### config.mk
export PLATFORM = sky130hd
export DESIGN_NAME = quad_index_out
export DESIGN_NICKNAME = d
export VERILOG_FILES = /design/src/rtl/qio_pkg.sv /design/src/rtl/qio_ctrl.sv /design/src/rtl/qio_dp.sv /design/src/rtl/quad_index_out.sv
export SDC_FILE = /design/constraint.sdc
export NUM_CORES = 1
export LEC_CHECK = 0
export ABC_AREA = 1
export BUFFER_PORTS_ARGS = -buffer_cell sky130_fd_sc_hd__buf_4
export CAP_MARGIN = 10
export CORE_AREA = 2 2 96 98
export CTS_BUF_LIST = sky130_fd_sc_hd__clkbuf_4 sky130_fd_sc_hd__clkbuf_8
export DETAILED_ROUTE_END_ITERATION = 10
export DIE_AREA = 0 0 98 100
export SYNTH_ARGS = -nofsm -noshare
export SYNTH_HDL_FRONTEND = slang
export SYNTH_HIERARCHICAL = 1
export SYNTH_SLANG_ARGS = --single-unit
### constraint.sdc
create_clock -name clk -period 7.6 [get_ports clk]
set_input_delay 0.38 -clock clk [delete_from_list [all_inputs] [get_ports clk]]
set_output_delay 0.38 -clock clk [all_outputs]
set_load 0.05 [all_outputs]
### src/rtl/qio_pkg.sv
package qio_pkg;
  // Step command from control to datapath
  typedef struct packed {
    logic advance;
    logic retreat;
    logic clearPos;
  } stepCmd_t;

  // State index 0..3 stands for (A,B) = 11, 10, 00, 01
  function automatic logic [1:0] stateToAB(input logic [1:0] st);
    return {(st == 2'd0) || (st == 2'd1), (st == 2'd0) || (st == 2'd3)};
  endfunction
endpackage

### src/rtl/qio_ctrl.sv
module qio_ctrl
  import qio_pkg::*;
(
  input  logic     stepUp,
  input  logic     stepDown,
  input  logic     zeroPhase,
  output stepCmd_t cmd
);
  always_comb begin
    cmd.advance  = stepUp && !stepDown;
    cmd.retreat  = stepDown && !stepUp;
    cmd.clearPos = zeroPhase;
  end
endmodule

### src/rtl/qio_dp.sv
module qio_dp
  import qio_pkg::*;
#(
  parameter int POS_W    = 10,
  parameter int SCALE_AT = 200
) (
  input  logic             clk,
  input  logic             rstN,
  input  stepCmd_t         cmd,
  input  logic             zeroWindow,
  input  logic [POS_W-1:0] ipf,
  input  logic [7:0]       cfgOut,
  input  logic [7:0]       cfgPos,
  input  logic             syncIndex,
  output logic [1:0]       abState,
  output logic [POS_W-1:0] cyclePos,
  output logic [5:0]       outBus
);
  localparam int MW = POS_W + 4;

  logic [1:0]       shownState;
  logic             zHeld;
  logic [MW-1:0]    matchVal;
  logic [MW-1:0]    ipfWide;
  logic             posOk;
  logic             gated;
  logic             zNext;
  logic [1:0]       ab;
  logic             p1;
  logic             p2;
  logic [POS_W-1:0] posMax;

  assign posMax = ipf - POS_W'(1);

  // A/B cycle state and cycle count
  always_ff @(posedge clk) begin
    if (!rstN) begin
      abState  <= 2'd0;
      cyclePos <= '0;
    end else begin
      if (cmd.advance) begin
        abState <= abState + 2'd1;
        if (abState == 2'd3)
          cyclePos <= (cyclePos >= posMax) ? '0 : cyclePos + POS_W'(1);
      end else if (cmd.retreat) begin
        abState <= abState - 2'd1;
        if (abState == 2'd0)
          cyclePos <= (cyclePos == '0) ? posMax : cyclePos - POS_W'(1);
      end
      if (cmd.clearPos)
        cyclePos <= '0;
    end
  end

  // Index qualification
  always_comb begin
    ipfWide  = MW'(ipf);
    matchVal = (ipf >= POS_W'(SCALE_AT)) ? (MW'(cfgPos[6:0]) << 3) : MW'(cfgPos[6:0]);
    posOk    = !cfgPos[7] || ((matchVal < ipfWide) && (matchVal == MW'(cyclePos)));
    gated    = zeroWindow && cfgOut[3 - abState] && posOk;
    zNext    = (!syncIndex || (abState != shownState)) ? gated : zHeld;
    ab       = stateToAB(abState);
    p1       = cfgOut[4] ? ab[0] : ab[1];
    p2       = cfgOut[4] ? ab[1] : ab[0];
  end

  // Registered output pairs: {pa, na, pb, nb, pz, nz}
  always_ff @(posedge clk) begin
    if (!rstN) begin
      shownState <= 2'd0;
      zHeld      <= 1'b0;
      outBus     <= 6'b100101;
    end else begin
      shownState <= abState;
      zHeld      <= zNext;
      outBus     <= {p1 ^ cfgOut[7], ~(p1 ^ cfgOut[7]),
                     p2 ^ cfgOut[6], ~(p2 ^ cfgOut[6]),
                     zNext ^ cfgOut[5], ~(zNext ^ cfgOut[5])};
    end
  end
endmodule

### src/rtl/quad_index_out.sv
module quad_index_out
  import qio_pkg::*;
#(
  parameter int POS_W    = 10,
  parameter int SCALE_AT = 200
) (
  input  logic             clk,
  input  logic             rstN,
  input  logic             stepUp,
  input  logic             stepDown,
  input  logic             zeroPhase,
  input  logic             zeroWindow,
  input  logic [POS_W-1:0] ipf,
  input  logic [7:0]       cfgOut,
  input  logic [7:0]       cfgPos,
  input  logic             syncIndex,
  output logic             pa,
  output logic             na,
  output logic             pb,
  output logic             nb,
  output logic             pz,
  output logic             nz
);
  stepCmd_t         cmd;
  logic [1:0]       abState;
  logic [POS_W-1:0] cyclePos;
  logic [5:0]       outBus;

  qio_ctrl u_ctrl (
    .stepUp(stepUp), .stepDown(stepDown), .zeroPhase(zeroPhase), .cmd(cmd)
  );

  qio_dp #(.POS_W(POS_W), .SCALE_AT(SCALE_AT)) u_dp (
    .clk(clk), .rstN(rstN), .cmd(cmd), .zeroWindow(zeroWindow), .ipf(ipf),
    .cfgOut(cfgOut), .cfgPos(cfgPos), .syncIndex(syncIndex),
    .abState(abState), .cyclePos(cyclePos), .outBus(outBus)
  );

  assign {pa, na, pb, nb, pz, nz} = outBus;
endmodule

**Yosys cells after proc, flatten, opt, wreduce, memory -nomap -nowiden**

Cells that the tools add are included.
Widths: inputs -> output; s select.

- Register bits: 21
- Output and inout bits: 6
- Word-level logic and storage cells: 60

- $add $sub $neg: 6
- Order comparisons: 4
- Equality and inequality tests: 5
- Muxes and demuxes: 14
- Bitwise gates (word level): 7
- Reduce and logical (&&, ||, !) cells: 19

Operators by type and width:

| kind | number |
|---|---|
| $mux 10 | 7 |
| $lt 32x4->1 const B | 1 |
| $sub 10x1->10 const B | 2 |
| $eq 14x10->1 | 1 |
| $lt 14x10->1 | 1 |
| $add 10x1->10 const B | 1 |
| $ge 10x10->1 | 1 |
| $ge 10x8->1 const B | 1 |
| $logic_not 10->1 | 1 |
| $logic_and 1x1->1 | 5 |
| $logic_not 1->1 | 4 |
| $logic_or 1x1->1 | 4 |
| $mux 1 | 4 |
| $mux 2 | 2 |
| $not 1->1 | 4 |
| $reduce_bool 2->1 | 2 |
| $bmux 1 s3 | 1 |
| $reduce_and 3->1 | 1 |
| $sub 2x2->3 const A | 1 |
| $xor 1x1->1 | 3 |
| $add 2x1->2 const B | 1 |
| $eq 2x1->1 const B | 1 |
| $eq 2x2->1 const B | 1 |
| $logic_not 2->1 | 1 |
| other kinds (4) | 4 |

**Depth between registers and ports, before layout**

- Depth after elaboration: 9
- Depth in mapped cells: 22
- Gate-level depth less buffers: 21

**Hierarchy**

Netlist, hierarchy kept.

Modules (own cells, without submodules):

| module | instances | cells each | area an instance (um2) |
|---|---|---|---|
| qio_dp | 1 | 376 | 2373.5 |
| qio_ctrl | 1 | 5 | 22.5 |

**Worst setup path after synthesis**

Ideal clock, no wire load.

- Path kind: in2reg
- Start: in ipf[0]
- End: reg u_dp.cyclePos[9]
- Library setup time: 0.070 ns
- Data arrival time: 2.612 ns
- Setup slack: 4.918 ns
- Stages: 18
- Path buffers: 0
- Path through: inv_1 -> ha_1 -> nand2_1 -> nor2_1 -> nand2_1 -> nor3_1 -> xor2_1 -> inv_1 -> ha_1 -> nand2_1 -> nor2_1 -> o211ai_1 -> nand3_1 -> a31oi_2 -> nand3_1 -> nand2_1 -> o211ai_1 -> a21oi_1

- Word-level cells in the longest chain between the ends: 5
- Elaborated cells on any way between the ends: 8

Ends and longest elaborated chain:

| what | line | source |
|---|---|---|
| start, declared | quad_index_out.sv:13 | `input logic [POS_W-1:0] ipf,` |
| $sub 10x1->10 (*) | qio_dp.sv:33 | `assign posMax = ipf - POS_W'(1);` |
| $ge 10x10->1 / $mux 10 (equally long branches) | qio_dp.sv:44, qio_dp.sv:48 |  |
| $mux 10, on equally long branches | qio_dp.sv:44, qio_dp.sv:47 |  |
| $mux 10, on equally long branches | qio_dp.sv:43, qio_dp.sv:45 |  |
| $mux 10 (*) | qio_dp.sv:41 | `if (cmd.advance) begin` |
| end signal, assigned | qio_dp.sv:44 | `cyclePos <= (cyclePos >= posMax) ? '0 : cyclePos + POS_W'(1);` |
| end signal, assigned | qio_dp.sv:48 | `cyclePos <= (cyclePos == '0) ? posMax : cyclePos - POS_W'(1);` |
| end, declared | qio_dp.sv:16 | `output logic [POS_W-1:0] cyclePos,` |

Mark *: on every way between the ends. The rest lies on a longest branch, timed or not. The select of a mux whose other input is x is not followed.
A chain may end at the register's enable or synchronous reset.

**Worst setup path after layout**

Same ends and word-level chain as after synthesis.

==> reports/metrics.yaml <==
floorplan:
  die_h_um: 100
  die-area_mm2: 0.009800
  initial_core_util_pct: 26.95
  fp.dieW_um: 98
  rows: 35
  ios: 39
  core_mm2: 0.008890
power_and_ir_drop:
  internal_power_mw: 0.2149
  p_leak_nw: 1.421
  clockPowerShare_pct: 20.3
  comb_power_share_pct: 44.6
  peakVddDrop_uv: 80.62
  power_density_mw_per_mm2: 129.5
  seqPwrFrac_pct: 35.1
  swShare_pct: 40.70
  p_sw_mw: 0.1475
yosys:
  syn_inst: 381
  syn_area_mm2: 0.002396
  yosysSeqAreaShare_pct: 17.55
  synthFlopType: "dfxtp_1"
  yosysWarnings: 6
  synth_cell_types: 37
  async_flop_share_pct: 0
  syn_nets: 440
  synth_edf_count: 0
  synth_area_per_cell_um2: 6.289
  ys_ff_latch: 21
critical_path:
  path_cells: "buf_4 > inv_1 > ha_1 > nand2_1 > nor2_1 > nand2_1 > nor3_1 > xor2_1 > inv_1 > ha_1 > nand2_1 > nor2_1 > o211ai_1 > nand3_1 > a31oi_2 > nand3_1 > nand2_1 > o211ai_1 > a21oi_1"
  critical_path_class: "primary input to flip-flop"
  cpMaxStageDelayCell: "a31oi_2"
  startpoint_type: "primary input"
  end_kind: "flip-flop"
  r2r-end: "u_dp/cyclePos[9]"
  r2r_slack_ns: 5.39
  cp_data_arrival_time_ns: 3.21
  path_max_fanout: 10
  rr_startpoint: "u_dp/cyclePos[9]"
  crit_path_frequent_cell: "nand2_1"
  crit_path_max_incr_delay_ns: 0.46
  cp_data_required_time_ns: 7.80
  reg2reg_depth: 9
timing:
  worst_clock_skew_ns: 0.008578
  drv_slew: 0
  setup_viol: 0
  finalCriticalPeriod_ns: 3.007
  fmax_mhz: 332.6
  worst_slew_pin_slew_ns: 0.6231
  fin_crit_sh_pct: 39.56
  hold_violations: 0
  rsz0062_at_grt: "no"
  finalSetupTns_ns: 0
  max_slew_margin_pct: 58.42
  postLayoutSetupSlackWorst_ns: 4.593
grt:
  met3_usage_pct: 1.045
  grt_first_pass_wirelength_mm: 10.90
  met1_usage_pct: 16.97
  grt_antenna_before_repair: 0
  grt_max_degree: 17
  grt_use_total_pct: 13.19
  grt_pass1_vias: 2351
  grtUsageMet2_pct: 23.71
  globalRoute.totalOverflow: 0
  busiest_layer: "met2"
clocking:
  post_cts_buffers: 0
  clkLatencyLatePin_ns: 0.26
  cts_buffers: 3
  root_buffer: "clkbuf_8"
  cts_max_level: 1
  cts_tree: "built"
  clk_pin_slew_worst_paths_ns: 0.08
  cts_sinks: 21
  post_cts_resized: 0
  ctsHoldBuffers: 0
  cts.path.max_buffers: 2
place:
  dp_slack_ns: 4.355
  dp.final_hpwl_mm: 5.280
  portBuffers: 38
  place.gp.congestion: 0.9969
hold_path:
  hp-class: "primary input to flip-flop"
  hold_end: "u_dp/outBus[0]"
  hold_depth: 3
  hp-start: "cfgOut[5]"
routing:
  drc: 0
  viasPerCell: 4.781
  wl_mm: 6.392
  num_vias: 2505
  drtAntennaViolNets: 0
  drtPass1Iterations: 4
  drt_iter0_drc: 120
  wl_per_cell_um: 12.20
final_layout:
  drive_gt1_share_pct: 16.71
  nFillCells: 979
  fin_nets: 473
  antenna_cells: 0
  syn2layout_area_growth_pct: 16.76
status:
  status: "completed"
run:
  max_cap_violations: 0
-- synthesized netlist by cell type, types with 3 or more instances --
master	instances	share of area (%)
nor2_2	3	0.78
nand3_2	4	1.7
buf_2	3	0.63
nand3_1	27	5.6
nand2_2	8	2.1
dfxtp_1	21	18
buf_6	3	1.4
nand4_1	11	2.9
nor3_1	5	1.0
a31oi_1	5	1.3
o21ai_0	19	4.0
a211oi_1	3	0.94
inv_1	55	8.6
nand2_1	82	13
nor2_1	30	4.7
inv_2	4	0.63
a21oi_1	30	6.3
xor2_1	13	4.8
o211ai_1	5	1.6
ha_1	26	14
-- critical path: cells and delay by family --
kind	cells	cell delay, ns
and+or+nand+nor	9	1.00
AOI/OAI and AO/OA	4	0.76
adders and majority gates	2	0.51
buffers and inverters	3	0.30
xor gates and xnor gates	1	0.24
-- stage by stage --
stage | power [mW] | std cells | cell area, µm² | hold slack [ns] | util, %
floorplan | 0.2440 | 381 | 2396 | 0.4455 | -
global placement | 0.2880 | 520 | 2751 | 0.4801 | 30.95
detailed placement | 0.2906 | 520 | 2751 | 0.4898 | 30.95
CTS | 0.3664 | 524 | 2798 | 0.3211 | 31.47
global route | 0.3944 | 524 | 2798 | 0.3321 | 31.47
finish | 0.3623 | 524 | 2798 | 0.3268 | 31.47
-- layout by cell type, fill, tap and decap left out, types with 8 or more instances in the layout --
cell / synthesis / final
nand2_2: 8 / 8
nand2_1: 82 / 82
a21oi_1: 30 / 30
o21ai_0: 19 / 19
ha_1: 26 / 26
nor2_1: 30 / 30
dfxtp_1: 21 / 21
nand3_1: 27 / 27
buf_4: 2 / 39
inv_1: 55 / 55
xor2_1: 13 / 13
nand4_1: 11 / 11
-- routing by layer --
layer / up-vias / wire [µm]
met5: - / 0
met4: 0 / 127
met3: 10 / 286
met2: 71 / 3044
met1: 1108 / 2934
li1: 1316 / -
-- worst max-delay path by stage --
| stage | depth (start not counted) | to | slack [ns] | start |
|---|---|---|---|---|
| 4_1_cts | 19 | u_dp/cyclePos[9] | 4.63 | ipf[0] |
| 5_1_grt | 19 | u_dp/cyclePos[9] | 4.25 | ipf[0] |
| 2_1_floorplan | 18 | u_dp/cyclePos[9] | 4.92 | ipf[0] |
| 6_report | 19 | u_dp/cyclePos[9] | 4.59 | ipf[0] |
| 3_3_place_gp | 19 | u_dp/cyclePos[9] | 4.45 | ipf[0] |
| 3_5_place_dp | 19 | u_dp/cyclePos[9] | 4.35 | ipf[0] |
-- kinds of logic after synthesis --
family	after synthesis	share of synthesized area (%)
xor gates and xnor gates	14	5.118
AOI/OAI and AO/OA	71	16.87
and+or+nand+nor	177	34.15
DFF	21	17.55
buffers and inverters	72	12.74
adders and majority gates	26	13.58
-- registers in the layout, indices dropped and copies added, names as in the netlist --
| signal | flops |
|---|---|
| u_dp/cyclePos | 10 |
| u_dp/shownState | 2 |
| u_dp/outBus | 6 |
| u_dp/abState | 2 |
| u_dp/zHeld | 1 |
-- power groups by stage --
stage / logic [mW] / registers, mW / clock network [mW]
5_1_grt: 0.182 / 0.129 / 0.0834
6_report: 0.161 / 0.127 / 0.0735
3_5_place_dp: 0.161 / 0.130 / 0
4_1_cts: 0.161 / 0.127 / 0.0777
3_3_place_gp: 0.158 / 0.130 / 0
2_1_floorplan: 0.105 / 0.139 / 0
-- cell type report --
cell class / instances / area, µm² / share of cell area (%)
clock buffers: 3 / 41.29 / 1.476
clock inverters: 1 / 5.005 / 0.1789
inverters: 61 / 229.0 / 8.184
multi-input cells: 288 / 1670 / 59.70
flip-flops and latches: 21 / 420.4 / 15.03
well taps: 111 / 138.9 / 4.964
repair buffers: 39 / 292.8 / 10.47
(Power assumes the default switching activity.)
